## src/rtl/tlp_wb_pkg.sv

```systemverilog
package tlp_wb_pkg;

  typedef enum logic [3:0] {
    S_IDLE, S_HDR1, S_HDR2, S_DROP, S_WDAT, S_WBW,
    S_CH0, S_CH1, S_CH2, S_WBR, S_CDAT
  } eng_state_t;

  localparam logic [7:0] FT_MRD32 = 8'h00;
  localparam logic [7:0] FT_MWR32 = 8'h40;
  localparam logic [7:0] FT_CPLD  = 8'h4A;
  localparam int         LEN_W    = 10;

  // packet byte order <-> bus little-endian lanes
  function automatic logic [31:0] swap32(input logic [31:0] d);
    return {d[7:0], d[15:8], d[23:16], d[31:24]};
  endfunction

  // offset of the first enabled byte
  function automatic logic [1:0] first_off(input logic [3:0] be);
    if (be[0]) return 2'd0;
    if (be[1]) return 2'd1;
    if (be[2]) return 2'd2;
    if (be[3]) return 2'd3;
    return 2'd0;
  endfunction

  // number of disabled bytes above the last enabled one
  function automatic logic [1:0] top_gap(input logic [3:0] be);
    if (be[3]) return 2'd0;
    if (be[2]) return 2'd1;
    if (be[1]) return 2'd2;
    if (be[0]) return 2'd3;
    return 2'd0;
  endfunction

  function automatic logic [11:0] cpl_bytes(input logic [LEN_W-1:0] len,
                                            input logic [3:0] fbe,
                                            input logic [3:0] lbe);
    if (len == LEN_W'(1)) begin
      if (fbe == 4'h0) return 12'd1;
      return 12'd4 - 12'(first_off(fbe)) - 12'(top_gap(fbe));
    end
    return {len, 2'b00} - 12'(first_off(fbe)) - 12'(top_gap(lbe));
  endfunction

  function automatic logic [3:0] lane_sel(input logic [LEN_W-1:0] len,
                                          input logic [LEN_W-1:0] idx,
                                          input logic [3:0] fbe,
                                          input logic [3:0] lbe);
    if (idx == '0) return fbe;
    if (idx == len - LEN_W'(1)) return lbe;
    return 4'hF;
  endfunction

endpackage

```

## src/rtl/tlp_cpl_hdr.sv

```systemverilog
module tlp_cpl_hdr
  import tlp_wb_pkg::*;
(
  input  logic [1:0]       beat,
  input  logic [LEN_W-1:0] len,
  input  logic [2:0]       tc,
  input  logic [1:0]       attr,
  input  logic [15:0]      cpl_id,
  input  logic [15:0]      req_id,
  input  logic [7:0]       tag,
  input  logic [3:0]       fbe,
  input  logic [3:0]       lbe,
  input  logic [4:0]       addr_lo,
  output logic [31:0]      hdr_dw
);
  logic [11:0] bytes;
  logic [6:0]  low_addr;

  assign bytes    = cpl_bytes(len, fbe, lbe);
  assign low_addr = {addr_lo, first_off(fbe)};

  always_comb begin
    case (beat)
      2'd0:    hdr_dw = {FT_CPLD, 1'b0, tc, 4'b0, 2'b0, attr, 2'b0, len};
      2'd1:    hdr_dw = {cpl_id, 3'b000, 1'b0, bytes};
      default: hdr_dw = {req_id, tag, 1'b0, low_addr};
    endcase
  end
endmodule

```

## src/rtl/tlp_req_engine.sv

```systemverilog
module tlp_req_engine
  import tlp_wb_pkg::*;
#(
  parameter int          WIN_BITS = 28,
  parameter logic [31:0] BAR_BASE = 32'h9000_0000,
  parameter int          MAX_DW   = 256
) (
  input  logic        clk,
  input  logic        rst_n,
  input  logic [15:0] cpl_id,
  input  logic [31:0] rx_data,
  input  logic        rx_sop,
  input  logic        rx_eop,
  input  logic        rx_valid,
  output logic        rx_ready,
  output logic [31:0] tx_data,
  output logic        tx_sop,
  output logic        tx_eop,
  output logic        tx_valid,
  input  logic        tx_ready,
  output logic [31:0] wb_adr,
  output logic [31:0] wb_dat_o,
  input  logic [31:0] wb_dat_i,
  output logic [3:0]  wb_sel,
  output logic        wb_we,
  output logic        wb_cyc,
  output logic        wb_stb,
  input  logic        wb_ack
);
  localparam int          TAG_HI  = 31 - WIN_BITS;
  localparam logic [TAG_HI:0] WIN_TAG = BAR_BASE[31:WIN_BITS];

  eng_state_t       st;
  logic [LEN_W-1:0] len, cnt;
  logic [2:0]       tc;
  logic [1:0]       attr;
  logic [15:0]      req_id;
  logic [7:0]       tag;
  logic [3:0]       fbe, lbe;
  logic [29:0]      base_dw;
  logic             is_rd;
  logic [31:0]      wdat, rdat, hdr_dw;
  logic [1:0]       hdr_beat;

  // named events for assertions and readability
  logic rx_fire, tx_fire, wb_done, last_dw, win_hit, len_ok, hdr_ok, known_ft;

  assign rx_fire  = rx_valid && rx_ready;
  assign tx_fire  = tx_valid && tx_ready;
  assign wb_done  = wb_stb && wb_ack;
  assign last_dw  = (cnt == len - LEN_W'(1));
  assign win_hit  = (rx_data[31:WIN_BITS] == WIN_TAG);
  assign len_ok   = (len != '0) && (32'(len) <= MAX_DW);
  assign hdr_ok   = win_hit && len_ok && (is_rd == rx_eop);
  assign known_ft = (rx_data[31:24] == FT_MRD32) || (rx_data[31:24] == FT_MWR32);

  assign rx_ready = (st == S_IDLE) || (st == S_HDR1) || (st == S_HDR2) ||
                    (st == S_DROP) || (st == S_WDAT);
  assign wb_cyc   = (st == S_WBW) || (st == S_WBR);
  assign wb_stb   = wb_cyc;
  assign wb_we    = (st == S_WBW);
  assign wb_adr   = {base_dw + 30'(cnt), (cnt == '0) ? first_off(fbe) : 2'b00};
  assign wb_sel   = lane_sel(len, cnt, fbe, lbe);
  assign wb_dat_o = wdat;

  assign tx_valid = (st == S_CH0) || (st == S_CH1) || (st == S_CH2) || (st == S_CDAT);
  assign tx_sop   = (st == S_CH0);
  assign tx_eop   = (st == S_CDAT) && last_dw;
  assign hdr_beat = (st == S_CH0) ? 2'd0 : (st == S_CH1) ? 2'd1 : 2'd2;
  assign tx_data  = (st == S_CDAT) ? rdat : hdr_dw;

  tlp_cpl_hdr u_hdr (
    .beat(hdr_beat), .len(len), .tc(tc), .attr(attr), .cpl_id(cpl_id),
    .req_id(req_id), .tag(tag), .fbe(fbe), .lbe(lbe),
    .addr_lo(base_dw[4:0]), .hdr_dw(hdr_dw)
  );

  always_ff @(posedge clk) begin
    if (!rst_n) begin
      st <= S_IDLE; len <= '0; cnt <= '0; tc <= '0; attr <= '0;
      req_id <= '0; tag <= '0; fbe <= '0; lbe <= '0; base_dw <= '0;
      is_rd <= 1'b0; wdat <= '0; rdat <= '0;
    end else begin
      case (st)
        S_IDLE: if (rx_fire && rx_sop) begin
          len   <= rx_data[LEN_W-1:0];
          tc    <= rx_data[22:20];
          attr  <= rx_data[13:12];
          is_rd <= (rx_data[31:24] == FT_MRD32);
          if (known_ft)     st <= S_HDR1;
          else if (!rx_eop) st <= S_DROP;
        end
        S_HDR1: if (rx_fire) begin
          req_id <= rx_data[31:16];
          tag    <= rx_data[15:8];
          lbe    <= rx_data[7:4];
          fbe    <= rx_data[3:0];
          st     <= rx_eop ? S_IDLE : S_HDR2;
        end
        S_HDR2: if (rx_fire) begin
          base_dw <= rx_data[31:2];
          cnt     <= '0;
          if (hdr_ok)      st <= is_rd ? S_CH0 : S_WDAT;
          else if (rx_eop) st <= S_IDLE;
          else             st <= S_DROP;
        end
        S_DROP: if (rx_fire && rx_eop) st <= S_IDLE;
        S_WDAT: if (rx_fire) begin
          wdat <= swap32(rx_data);
          st   <= S_WBW;
        end
        S_WBW: if (wb_done) begin
          if (last_dw) st <= S_IDLE;
          else begin cnt <= cnt + LEN_W'(1); st <= S_WDAT; end
        end
        S_CH0: if (tx_fire) st <= S_CH1;
        S_CH1: if (tx_fire) st <= S_CH2;
        S_CH2: if (tx_fire) st <= S_WBR;
        S_WBR: if (wb_done) begin
          rdat <= swap32(wb_dat_i);
          st   <= S_CDAT;
        end
        S_CDAT: if (tx_fire) begin
          if (last_dw) st <= S_IDLE;
          else begin cnt <= cnt + LEN_W'(1); st <= S_WBR; end
        end
        default: st <= S_IDLE;
      endcase
    end
  end


  wb_hold_chk: assert property (@(posedge clk) disable iff (!rst_n)
    wb_stb && !wb_ack |=> wb_stb && $stable(wb_adr) && $stable(wb_sel) &&
                          $stable(wb_we) && $stable(wb_dat_o));


  tx_hold_chk: assert property (@(posedge clk) disable iff (!rst_n)
    tx_valid && !tx_ready |=> tx_valid && $stable(tx_data) &&
                              $stable(tx_sop) && $stable(tx_eop));


  one_req_chk: assert property (@(posedge clk) disable iff (!rst_n)
    (tx_valid || wb_cyc) |-> !rx_ready);


  sop_eop_chk: assert property (@(posedge clk) disable iff (!rst_n)
    $onehot0({tx_sop, tx_eop}) && (!(tx_sop || tx_eop) || tx_valid));

endmodule

```

## src/rtl/tlp_intx_fwd.sv

```systemverilog
module tlp_intx_fwd (
  input  logic clk,
  input  logic rst_n,
  input  logic irq_in,
  output logic intx_req,
  output logic intx_assert,
  input  logic intx_grant
);
  logic granted_lvl;
  logic level_change;

  assign level_change = (irq_in != granted_lvl);

  always_ff @(posedge clk) begin
    if (!rst_n) begin
      intx_req    <= 1'b0;
      intx_assert <= 1'b0;
      granted_lvl <= 1'b0;
    end else if (intx_req) begin
      if (intx_grant) begin
        intx_req    <= 1'b0;
        granted_lvl <= intx_assert;
      end
    end else if (level_change) begin
      intx_req    <= 1'b1;
      intx_assert <= irq_in;
    end
  end


  intx_hold_chk: assert property (@(posedge clk) disable iff (!rst_n)
    intx_req && !intx_grant |=> intx_req && $stable(intx_assert));

endmodule

```

## src/rtl/tlp_wb_bridge.sv

```systemverilog
module tlp_wb_bridge #(
  parameter int          WIN_BITS = 28,
  parameter logic [31:0] BAR_BASE = 32'h9000_0000,
  parameter int          MAX_DW   = 256
) (
  input  logic        clk,
  input  logic        rst_n,
  input  logic [15:0] cpl_id,
  input  logic [31:0] rx_data,
  input  logic        rx_sop,
  input  logic        rx_eop,
  input  logic        rx_valid,
  output logic        rx_ready,
  output logic [31:0] tx_data,
  output logic        tx_sop,
  output logic        tx_eop,
  output logic        tx_valid,
  input  logic        tx_ready,
  output logic [31:0] wb_adr,
  output logic [31:0] wb_dat_o,
  input  logic [31:0] wb_dat_i,
  output logic [3:0]  wb_sel,
  output logic        wb_we,
  output logic        wb_cyc,
  output logic        wb_stb,
  input  logic        wb_ack,
  input  logic        irq_in,
  output logic        intx_req,
  output logic        intx_assert,
  input  logic        intx_grant
);
  tlp_req_engine #(.WIN_BITS(WIN_BITS), .BAR_BASE(BAR_BASE), .MAX_DW(MAX_DW)) u_eng (
    .clk(clk), .rst_n(rst_n), .cpl_id(cpl_id),
    .rx_data(rx_data), .rx_sop(rx_sop), .rx_eop(rx_eop), .rx_valid(rx_valid),
    .rx_ready(rx_ready),
    .tx_data(tx_data), .tx_sop(tx_sop), .tx_eop(tx_eop), .tx_valid(tx_valid),
    .tx_ready(tx_ready),
    .wb_adr(wb_adr), .wb_dat_o(wb_dat_o), .wb_dat_i(wb_dat_i), .wb_sel(wb_sel),
    .wb_we(wb_we), .wb_cyc(wb_cyc), .wb_stb(wb_stb), .wb_ack(wb_ack)
  );

  tlp_intx_fwd u_intx (
    .clk(clk), .rst_n(rst_n), .irq_in(irq_in), .intx_req(intx_req),
    .intx_assert(intx_assert), .intx_grant(intx_grant)
  );
endmodule

```

## config.mk

```make
export PLATFORM = sky130hd
export DESIGN_NAME = tlp_wb_bridge
export DESIGN_NICKNAME = d
export VERILOG_FILES = /design/src/rtl/tlp_wb_pkg.sv /design/src/rtl/tlp_cpl_hdr.sv /design/src/rtl/tlp_req_engine.sv /design/src/rtl/tlp_intx_fwd.sv /design/src/rtl/tlp_wb_bridge.sv
export SDC_FILE = /design/constraint.sdc
export NUM_CORES = 1
export LEC_CHECK = 0
export BUFFER_PORTS_ARGS = -buffer_cell sky130_fd_sc_hd__buf_2
export CAP_MARGIN = 10
export CORE_UTILIZATION = 25
export CTS_CLUSTER_DIAMETER = 150
export DETAILED_ROUTE_END_ITERATION = 8
export PLACE_DENSITY = 0.4
export REMOVE_ABC_BUFFERS = 1
export SLEW_MARGIN = 10
export SYNTH_ARGS = -nofsm -noshare
export SYNTH_HDL_FRONTEND = slang
export SYNTH_HIERARCHICAL = 1
export SYNTH_SLANG_ARGS = --single-unit
```

## constraint.sdc

```tcl
create_clock -name clk -period 3.63 [get_ports clk]
set_clock_uncertainty 0.05 [all_clocks]
set_input_delay 0.363 -clock clk [delete_from_list [all_inputs] [get_ports clk]]
set_output_delay 0.363 -clock clk [all_outputs]
set_load 0.01 [all_outputs]
```

# Word level (Yosys, flattened, before mapping)
# Cells that the tools add are included.
# op_classes
add_sub_neg	7
n_mul	0
div_mod_pow	0
magnitude_cmp	1
n_eq_ne	29
shifts	0
mux	147
n_bitwise	1
n_reduce_logical	34
# ops
cell	count
2-bit two-way mux	44
4-bit two-way mux	19
1-bit two-way mux	71
32-bit one-hot mux with 2 select lines	1
12-bit two-way mux	4
4-bit one-hot mux with 11 select lines	1
10-bit two-way mux	4
32-bit two-way mux	1
30-bit by 10-bit adder with 30-bit output	1
10-bit one-hot mux with 3 select lines	1
12-bit by 2-bit subtractor with 12-bit output	2
2-bit by 1-bit != test with 1-bit output, second input constant	9
4-bit by 3-bit equality test with 1-bit output, second input constant	4
4-bit equality test, second input constant	4
2-bit AND reduction	7
12-bit AND reduction	1
10-bit by 1-bit adder with 10-bit output, second input constant	1
10-bit by 1-bit equality test with 1-bit output, second input constant	1
10-bit equality test	1
10-bit by 9-bit less-or-equal comparator with 1-bit output, second input constant	1
10-bit zero test	1
10-bit nonzero test	1
10-bit by 1-bit subtractor with 10-bit output, second input constant	1
1-bit logical AND	9
other kinds (18)	29
# word_totals
reg_bits	159
latchBits	0
ramBits	0
rom_bits	0
inputBits	89
out_inout_bits	109
n_memories	0

# Logic depth before layout (Yosys ltp)
# Gate-level depths: netlist (run 1).
# depth
ltp_word	30
mapped_depth	14

# By module
# The synthesis (run 1) kept the hierarchy.
# modules_own_cells
module	instances	cells_per_inst	area_each_um2	seq_area_each_um2
tlp_req_engine	1	1029	8180.3	3123.0
tlp_cpl_hdr	1	151	1007.2	0.0
tlp_intx_fwd	1	13	125.1	60.1

# Least setup slack after synthesis (run 1)
# Ideal clock, no wire load.
# synth_path
kind	register -> output
startpoint	register u_eng.fbe[3]
endpoint	output tx_data[4]
arrival_time_ns	2.631
required_ns	3.217
setup_slack_ns	0.586
path_stages_with_launch	13
path_buffers	0
cell_sequence	dfxtp_1 a21oi_1 nor2_1 inv_1 ha_1 fa_1 inv_1 ha_1 o41a_1 o41ai_1 a21oi_1 a221o_2 mux2_2
# synth_between
elab_chain_len	19
word_cells_on_any_way	39
# synth_lines
element	line_no	text
start: declaration	tlp_req_engine.sv:39	logic [3:0] fbe, lbe;
start signal: assignment	tlp_req_engine.sv:97	fbe <= rx_data[3:0];
branches (longest 16 deep; another with 12-bit by 2-bit subtractor with 12-bit output)	n/a	
12-bit two-way mux *	tlp_wb_pkg.sv:43	return {len, 2'b00} - 12'(first_off(fbe)) - 12'(top_gap(lbe));
32-bit one-hot mux with 2 select lines *	tlp_cpl_hdr.sv:23	case (beat)
net u_eng.hdr_dw[4]	tlp_req_engine.sv:42	logic [31:0] wdat, rdat, hdr_dw;
32-bit two-way mux *	tlp_req_engine.sv:70	assign tx_data = (st == S_CDAT) ? rdat : hdr_dw;
end: declaration	tlp_wb_bridge.sv:14	output logic [31:0] tx_data,
# Mark *: on every way through the listed nets, which the timed path passes. The select of a mux whose other input is x is not followed.

# Final worst setup path (run 1)
# layout_path
startpoint	register u_eng.fbe[0]
endpoint	output tx_data[8]
# layout_between
elab_chain_len	18
word_cells_on_any_way	33
# layout_lines
element	line_no	text
1-bit two-way mux	tlp_wb_pkg.sv:20, tlp_wb_pkg.sv:32	
1-bit two-way mux	tlp_wb_pkg.sv:32	if (be[0]) return 2'd3;
1-bit two-way mux	tlp_wb_pkg.sv:31	if (be[1]) return 2'd2;
1-bit two-way mux	tlp_wb_pkg.sv:30	if (be[2]) return 2'd1;
1-bit two-way mux	tlp_wb_pkg.sv:41	return 12'd4 - 12'(first_off(fbe)) - 12'(top_gap(fbe));
1-bit two-way mux	tlp_wb_pkg.sv:39	if (len == LEN_W'(1)) begin
2-bit two-way mux	tlp_wb_pkg.sv:33	return 2'd0;
2-bit two-way mux	tlp_wb_pkg.sv:32	
(+3 left out)	n/a	
2-bit two-way mux	tlp_wb_pkg.sv:39	
4-bit by 3-bit subtractor with 5-bit output	tlp_wb_pkg.sv:41	
12-bit two-way mux	tlp_wb_pkg.sv:41	
12-bit two-way mux	tlp_wb_pkg.sv:39	
12-bit two-way mux *	tlp_wb_pkg.sv:43	
32-bit one-hot mux with 2 select lines *	tlp_cpl_hdr.sv:23	
net u_eng.hdr_dw[8]	tlp_req_engine.sv:42	
32-bit two-way mux *	tlp_req_engine.sv:70	
# Mark *: on every way through the listed nets, which the timed path passes. The rest lies on a longest branch. The select of a mux whose other input is x is not followed.

==> out/metrics.csv, run 1 <==
stage,metric,value,unit
run_status,status,"finished, final reports clean",
die,core-area,36600,um2
clocking,clockBufferDepth,2,
worst_hold_path,hold_path.class,in -> reg,
timing,max-slew-margin-rel,45.4,%
yosys,syn_area,9310,um2
layout,area_delta_synth_final,24.8,%
timing,drv_slew,0,
clocking,clock-root-buffer,clkbuf_16,
clocking,clock-sinks,159,
clocking,path_clk_slew,0.08,ns
worst_setup_path,crit_chain,"nor2_4, o21ai_4, inv_2, ha_4, inv_1, ha_1, a21o_1, or4_2, a22oi_2, o21ai_1, mux2_2, buf_2",
worst_hold_path,min_to,u_eng/rdat[15],
yosys,syn_area_per_cell,7.81,um2
grt,grt_start_max_net_pins,66,
die,die_area,38000,um2
placement,hpwl,25000,um
yosys,synthFlopType,dfxtp_1,
pwr,power.total,5170,uW
yosys,ys_seq_elements,159,
worst_setup_path,critPathMaxFanout,10,
die,ios,198,
grt,overflow,0,
grt,grt_pass1_wl,53000,um
layout,multi_input_area,5730,um2
yosys,synth_top_cells_by_area,"dfxtp_1 34%, nand2_1 13%, a21boi_0 12%, mux2_2 4.1%, clkbuf_1 2.8%",
clocking,cts_buffers,17,
timing,post-route-period-util,96.5,%
yosys,async_flop_share,0,%
worst_setup_path,arrival,3.09,ns
yosys,ys_seq_area_share,34.2,%
grt,grt_pass1_vias,8737,
grt,antenna_found_initial,5,
job,cap_violations,0,
layout,final_cells,1854,
worst_setup_path,critPathTopFamily,simple AND/OR/NAND/NOR gates,
yosys,yosysTopAreaCell,dfxtp_1,
worst_setup_path,critPathCaptureType,output pin,
worst_setup_path,path_class,reg -> out,
grt,grt_use_total,18.4,%
detailed_routing,drt_iter0_markers,397,
timing,worstMarginPinSlew,0.816,ns
timing,hold_slack,0.101,ns
layout,drive_gt1_share,26.7,%
layout,ff_latch_area,3200,um2
timing,hold_violations,0,
yosys,synth_common_cells,"323 x nand2_1, 159 x dfxtp_1, 143 x a21boi_0, 69 x clkbuf_1, 57 x nor2_1",
clocking,cts_max_level,4,
worst_setup_path,cp-start-kind,flip-flop,
timing,finalSetupTns,0,ns
layout,fillers,4021,
timing,fmax,285,MHz
detailed_routing,num_vias,8853,
pwr,power_density,445,nW/um2
yosys,yosysTopAreaCellShare,34.2,%
worst_setup_path,path_buf_inv,3,
die,initial_core_util,25.4,%
layout,finish.net_count,1484,
worst_setup_path,cp.required,3.22,ns
clocking,cts_tree,built,
yosys,synth_edf_count,0,
yosys,synth_cell_types,79,
yosys,yosysWarnings,6,
worst_hold_path,min_path_cells,3,
worst_setup_path,reg2regPathDepth,9,
die,num_rows,70,
die,dieWidth,195,um
timing,min_period,3.50,ns
timing,final-setup-viol-count,0,
detailed_routing,dr.pass1.iters,5,
yosys,synth_most_common_cell,nand2_1,
pwr,p_leak,0.00469,uW
worst_setup_path,reg2reg_from,u_eng/len[0],
detailed_routing,ant_nets,0,
worst_hold_path,min_from,wb_dat_i[23],
detailed_routing,drc,0,
detailed_routing,post_drt_wl_per_cell,18.7,um
yosys,syn_inst,1193,
worst_setup_path,max_stage_delay,0.56,ns
detailed_routing,vias_per_cell,4.78,
clocking,worstSkewPairLatency,0.45,ns
die,die_h,195,um
worst_setup_path,critPathSlowestCell,or4_2,
detailed_routing,finalWirelength,34700,um
placement,globalplace.congestion,0.837,
worst_setup_path,r2r-end,u_eng/cnt[5],
worst_setup_path,rrSetupSlack,0.83,ns
placement,dp_cells,1812,
placement,portBuffers,197,
pwr,ir_drop,368,uV
## registers in the layout, indices dropped and copies added, names as in the netlist, 4 cells and up
register,flops
u_eng/cnt,10
u_eng/req_id,16
u_eng/lbe,4
u_eng/wb_dat_o,32
u_eng/len,10
u_eng/base_dw,30
u_eng/rdat,32
u_eng/st,4
u_eng/fbe,4
u_eng/tag,8
## per-stage QoR
stage	setup slack, ns	instance area, um2	util (%)
global route	-0.0152	11600	31.7
global placement	0.263	10800	29.5
detailed placement	0.263	10800	29.5
CTS	0.00342	11500	31.3
floorplan	0.585	8910	-
finish	0.127	11600	31.7
## where the power goes
group / total (uW) / switching [uW] / internal [uW] / leakage (uW)
sequential: 1920 / 85.4 / 1830 / 0.00129
clock: 1940 / 845 / 1100 / 0.000304
combinational: 1310 / 770 / 542 / 0.00310
total: 5170 / 1700 / 3470 / 0.00469
## per-layer routing
layer	track usage, %	vias to the layer above	wire, um
met3	4.34	30	1650
li1	-	4430	-
met1	22.8	4206	15500
met5	0	-	44
met4	4.00	8	348
met2	32.1	179	17200
## worst max path at each step
stage          slack (ns)    endpoint  cells past startpoint          from
3_3_place_gp         0.26  tx_data[4]                     14  u_eng/fbe[3]
5_1_grt             -0.02  tx_data[4]                     15  u_eng/fbe[2]
3_5_place_dp         0.26  tx_data[4]                     14  u_eng/fbe[3]
2_1_floorplan        0.59  tx_data[4]                     12  u_eng/fbe[3]
4_1_cts             0.003  tx_data[8]                     12  u_eng/fbe[0]
6_report             0.13  tx_data[8]                     12  u_eng/fbe[0]
## area by class of cell
class                           count  area share, %
Tap cell                          468           5.04
Clock buffer                       17           3.66
Timing Repair Buffer              241           11.7
Multi-Input combinational cell    917           49.3
Sequential cell                   159           27.6
Antenna cell                        2         0.0431
Inverter                           35           1.13
Clock inverter                     15           1.57
## cells in the final DEF, fill, tap and decap left out, drive strengths merged, types with 5 or more instances in the layout
master,Yosys,final
and2,5,5
xnor2,22,22
o31ai,5,5
nor2b,10,10
nand2,324,324
nor2,58,58
mux2i,5,5
nand4,11,11
a22oi,7,7
clkinv,0,6
and3,5,5
a21boi,144,144
dfxtp,159,159
a22o,11,11
inv,35,41
mux2,36,36
o21bai,6,6
xor2,24,24
a21oi,37,37
buf,5,241
o211ai,6,6
ha,20,20
or4,6,6
clkbuf,77,17
nand2b,10,10
o21ai,37,37
or3,10,10
nand3,18,18
nor4,12,12
a21o,9,9
nor3,22,22
## what timing repair did
| item | 4_1_cts | 5_1_grt |
|---|---|---|
| gates resized for setup | 16 | 31 |
| setup buffers | 2 | 6 |
| setup endpoints to repair | 19 | 18 |
| pin swaps | 2 | 3 |
| hold buffers | 0 | 0 |
## cells by family (layout without fill, tap and decap cells)
family	after synthesis	after routing	share of synthesized area (%)
AO/OA/AOI/OAI	289	289	22.3
buffers and inverters	117	308	5.68
adder cells (fa/ha/maj)	24	24	3.55
multiplexers	41	41	4.93
AND/OR/NAND/NOR	517	517	25.0
other	0	2	0
XOR/XNOR	46	46	4.33
flip-flops	159	159	34.2
## worst min-delay path: stages
cell and delay (ns):
buf_2 0.09, nand2_1 0.04, a21boi_0 0.06
No activity file was read; power rests on OpenSTA's default activity.
==> run 2, diff against run 1 <==
PLACE_DENSITY = 0.41   (was 0.4)
clock period = 2.9 ns   (was 3.63 ns; I/O delays follow)
==> run 2 against run 1 <==
  * The flow now finishes with violations (negative setup slack)
  * Global-route usage up 0.67 points
  * Sequential cell count unchanged
  * Setup slack got worse by 0.57 ns
  * First-iteration DRC count rose by 13%
  * Die area did not move
  * Combinational power is 56% higher
  * Critical path depth up 3
  * Core utilization rose by 3.8 points
  * Sequential share of layout area down 2.8 points
  * Total power rose by 31%
  * Worst hold slack worse by 0.058 ns
  * Non-clock buffer count grew 79
  * Critical path type unchanged
==> out/metrics.csv, run 2 (same netlist as run 1, synthesis figures left out) <==
stage,metric,value,unit,change
run_status,status,"complete, but fails checks",,"was finished, final reports clean"
run_status,violations,negative setup slack,,
detailed_routing,post_drt_wl_per_cell,18.7,um,about the same
placement,globalplace.congestion,0.850,,was 0.837
placement,portBuffers,197,,unchanged
detailed_routing,finalWirelength,36100,um,was 34700 um
detailed_routing,dr.pass1.iters,7,,was 5
detailed_routing,vias_per_cell,4.81,,was 4.78
grt,grt_pass1_vias,9215,,was 8737
die,die_area,38000,um2,unchanged
timing,min_period,3.34,ns,
clocking,cts_buffers,17,,unchanged
worst_setup_path,critPathMaxFanout,4,,was 10
timing,hold_violations,0,,unchanged
detailed_routing,drc,0,,unchanged
grt,gr-usage-met2,32.0,%,was 32.1%
grt,met1_usage,23.8,%,was 22.8%
worst_setup_path,critPathCaptureType,output pin,,unchanged
timing,fmax,299,MHz,
grt,antenna_found_initial,7,,was 5
grt,grt_use_met3,5.73,%,was 4.34%
clocking,cts_max_level,4,,unchanged
timing,fin_ws,-0.444,ns,was 0.127 ns
clocking,path_clk_slew,0.07,ns,was 0.08 ns
placement,hpwl,25600,um,was 25000 um
die,num_rows,70,,unchanged
clocking,clockBufferDepth,2,,unchanged
die,initial_core_util,25.4,%,unchanged
placement,dp_slack,-0.293,ns,was 0.263 ns
grt,gr-max-usage-layer,met2,,unchanged
die,dieWidth,195,um,unchanged
timing,max-slew-margin-rel,51.5,%,was 45.4%
job,cap_violations,0,,unchanged
layout,fillers,3850,,was 4021
layout,final_area,13000,um2,was 11600 um2
layout,drive_gt1_share,37.3,%,was 26.7%
die,core-area,36600,um2,unchanged
timing,worstMarginPinSlew,0.721,ns,was 0.816 ns
detailed_routing,ant_nets,0,,unchanged
grt,grt_start_max_net_pins,45,,was 66
grt,grt_pass1_wl,55100,um,was 53000 um
die,ios,198,,unchanged
placement,place_area,11200,um2,was 10800 um2
worst_setup_path,cp.required,2.56,ns,was 3.22 ns
pwr,ir_drop,403,uV,was 368 uV
layout,area_delta_synth_final,39.7,%,was 24.8%
timing,rsz0062_at_grt,yes,,
detailed_routing,num_vias,9289,,was 8853
grt,grt_use_total,19.0,%,was 18.4%
layout,finish.net_count,1563,,was 1484
grt,overflow,0,,unchanged
timing,final-setup-viol-count,29,,was 0
worst_setup_path,cp-start-kind,flip-flop,,unchanged
layout,final_common_cell,nand2_1,,unchanged
worst_setup_path,arrival,3.00,ns,was 3.09 ns
worst_setup_path,path_class,reg -> out,,unchanged
pwr,power_density,520,nW/um2,was 445 nW/um2
clocking,clock-root-buffer,clkbuf_16,,unchanged
clocking,cts_tree,built,,unchanged
clocking,worstSkewPairLatency,0.43,ns,was 0.45 ns
layout,layout_common_cells,"321 x nand2_1, 182 x buf_2, 143 x a21boi_0",,"was 323 x nand2_1, 194 x buf_2, 152 x dfxtp_1"
detailed_routing,drt_iter0_markers,449,,was 397
pwr,p_leak,0.00538,uW,was 0.00469 uW
worst_hold_path,hold_path.class,in -> reg,,unchanged
timing,post-route-period-util,115,%,
timing,drv_slew,0,,unchanged
die,die_h,195,um,unchanged
clocking,clock-sinks,159,,unchanged
==> run 2: cell count changes in the layout (fill, tap and decap cells not counted), moves of 9 or more <==
cell | before | now
mux2_4 | 2 | 14
dfxtp_2 | 3 | 12
buf_4 | 43 | 105
ha_1 | 17 | 5
dfxtp_1 | 152 | 142
a21oi_2 | 2 | 13
nor2_1 | 54 | 41
ha_4 | 2 | 13
a21oi_1 | 35 | 23
buf_6 | 2 | 30
buf_2 | 194 | 182
mux2_2 | 33 | 21
==> run 2: repair_timing <==
action | 4_1_cts | 5_1_grt
hold buffers | 0 | 0
resized for setup | 166 | 66
setup endpoints to repair | 38 | 57
setup buffers | 19 | 14
pin swaps | 49 | 47
==> run 2: routing by layer <==
| metal | up-vias | part of all wire (%) | wire (um) |
|---|---|---|---|
| met1 | 4454 | 44 | 16000 |
| met4 | 10 | 1.5 | 527 |
| li1 | 4591 | - | - |
| met2 | 199 | 48 | 17400 |
| met3 | 35 | 5.8 | 2100 |
| met5 | - | 0.16 | 59 |
==> run 2: area by class of cell <==
| type | count | area, um2 | share of cell area (%) |
|---|---|---|---|
| diodes | 2 | 5.00 | 0.0385 |
| clock inverters | 12 | 134 | 1.03 |
| clock buffers | 20 | 457 | 3.51 |
| well taps | 468 | 586 | 4.50 |
| flip-flops and latches | 159 | 3220 | 24.7 |
| multi-input cells | 917 | 6380 | 49.1 |
| repair buffers | 320 | 2090 | 16.1 |
| inverters | 35 | 131 | 1.01 |
==> run 2: path summary, 6_finish.rpt <==
kind / cells past startpoint / slack, ns / end / from
worst min-delay path: 3 / 0.04 / u_eng/rdat[6] / wb_dat_i[30]
worst min register to register: 2 / 0.41 / u_eng/wb_dat_o[28] / u_eng/wb_dat_o[28]
worst max register to register: 10 / 0.21 / u_eng/cnt[5] / u_eng/len[1]
worst max-delay path: 15 / -0.44 / tx_data[6] / u_eng/fbe[2]
==> run 2: critical path, stage by stage (launching register included) <==
cell     delay, ns
dfxtp_4       0.35
inv_2         0.06
a21oi_2       0.06
nor2_2        0.11
inv_2         0.08
ha_4          0.27
fa_2          0.19
inv_2         0.04
ha_4          0.14
o41a_1        0.12
o41ai_2       0.21
buf_4         0.19
a31oi_1       0.05
a221o_1       0.30
mux2_4        0.27
buf_6         0.12
==> run 2: stage by stage <==
step	util [%]	power [uW]	std cells	setup TNS, ns	hold slack (ns)
after floorplan	-	3400	1111	-0.152	0.368
after global placement	30.7	4140	1871	-1.88	0.397
after detailed placement	30.7	4130	1871	-1.84	0.403
after CTS	34.5	6760	1919	-7.11	0.0200
after global routing	35.5	7140	1931	-10.65	0.0324
final	35.5	6760	1933	-5.90	0.0433
==> run 2: where the power goes <==
group	leakage (uW)	switching [uW]	internal, uW
combinational	0.00380	1110	921
clock	0.000287	1010	1320
sequential	0.00129	100	2290
total	0.00538	2220	4540
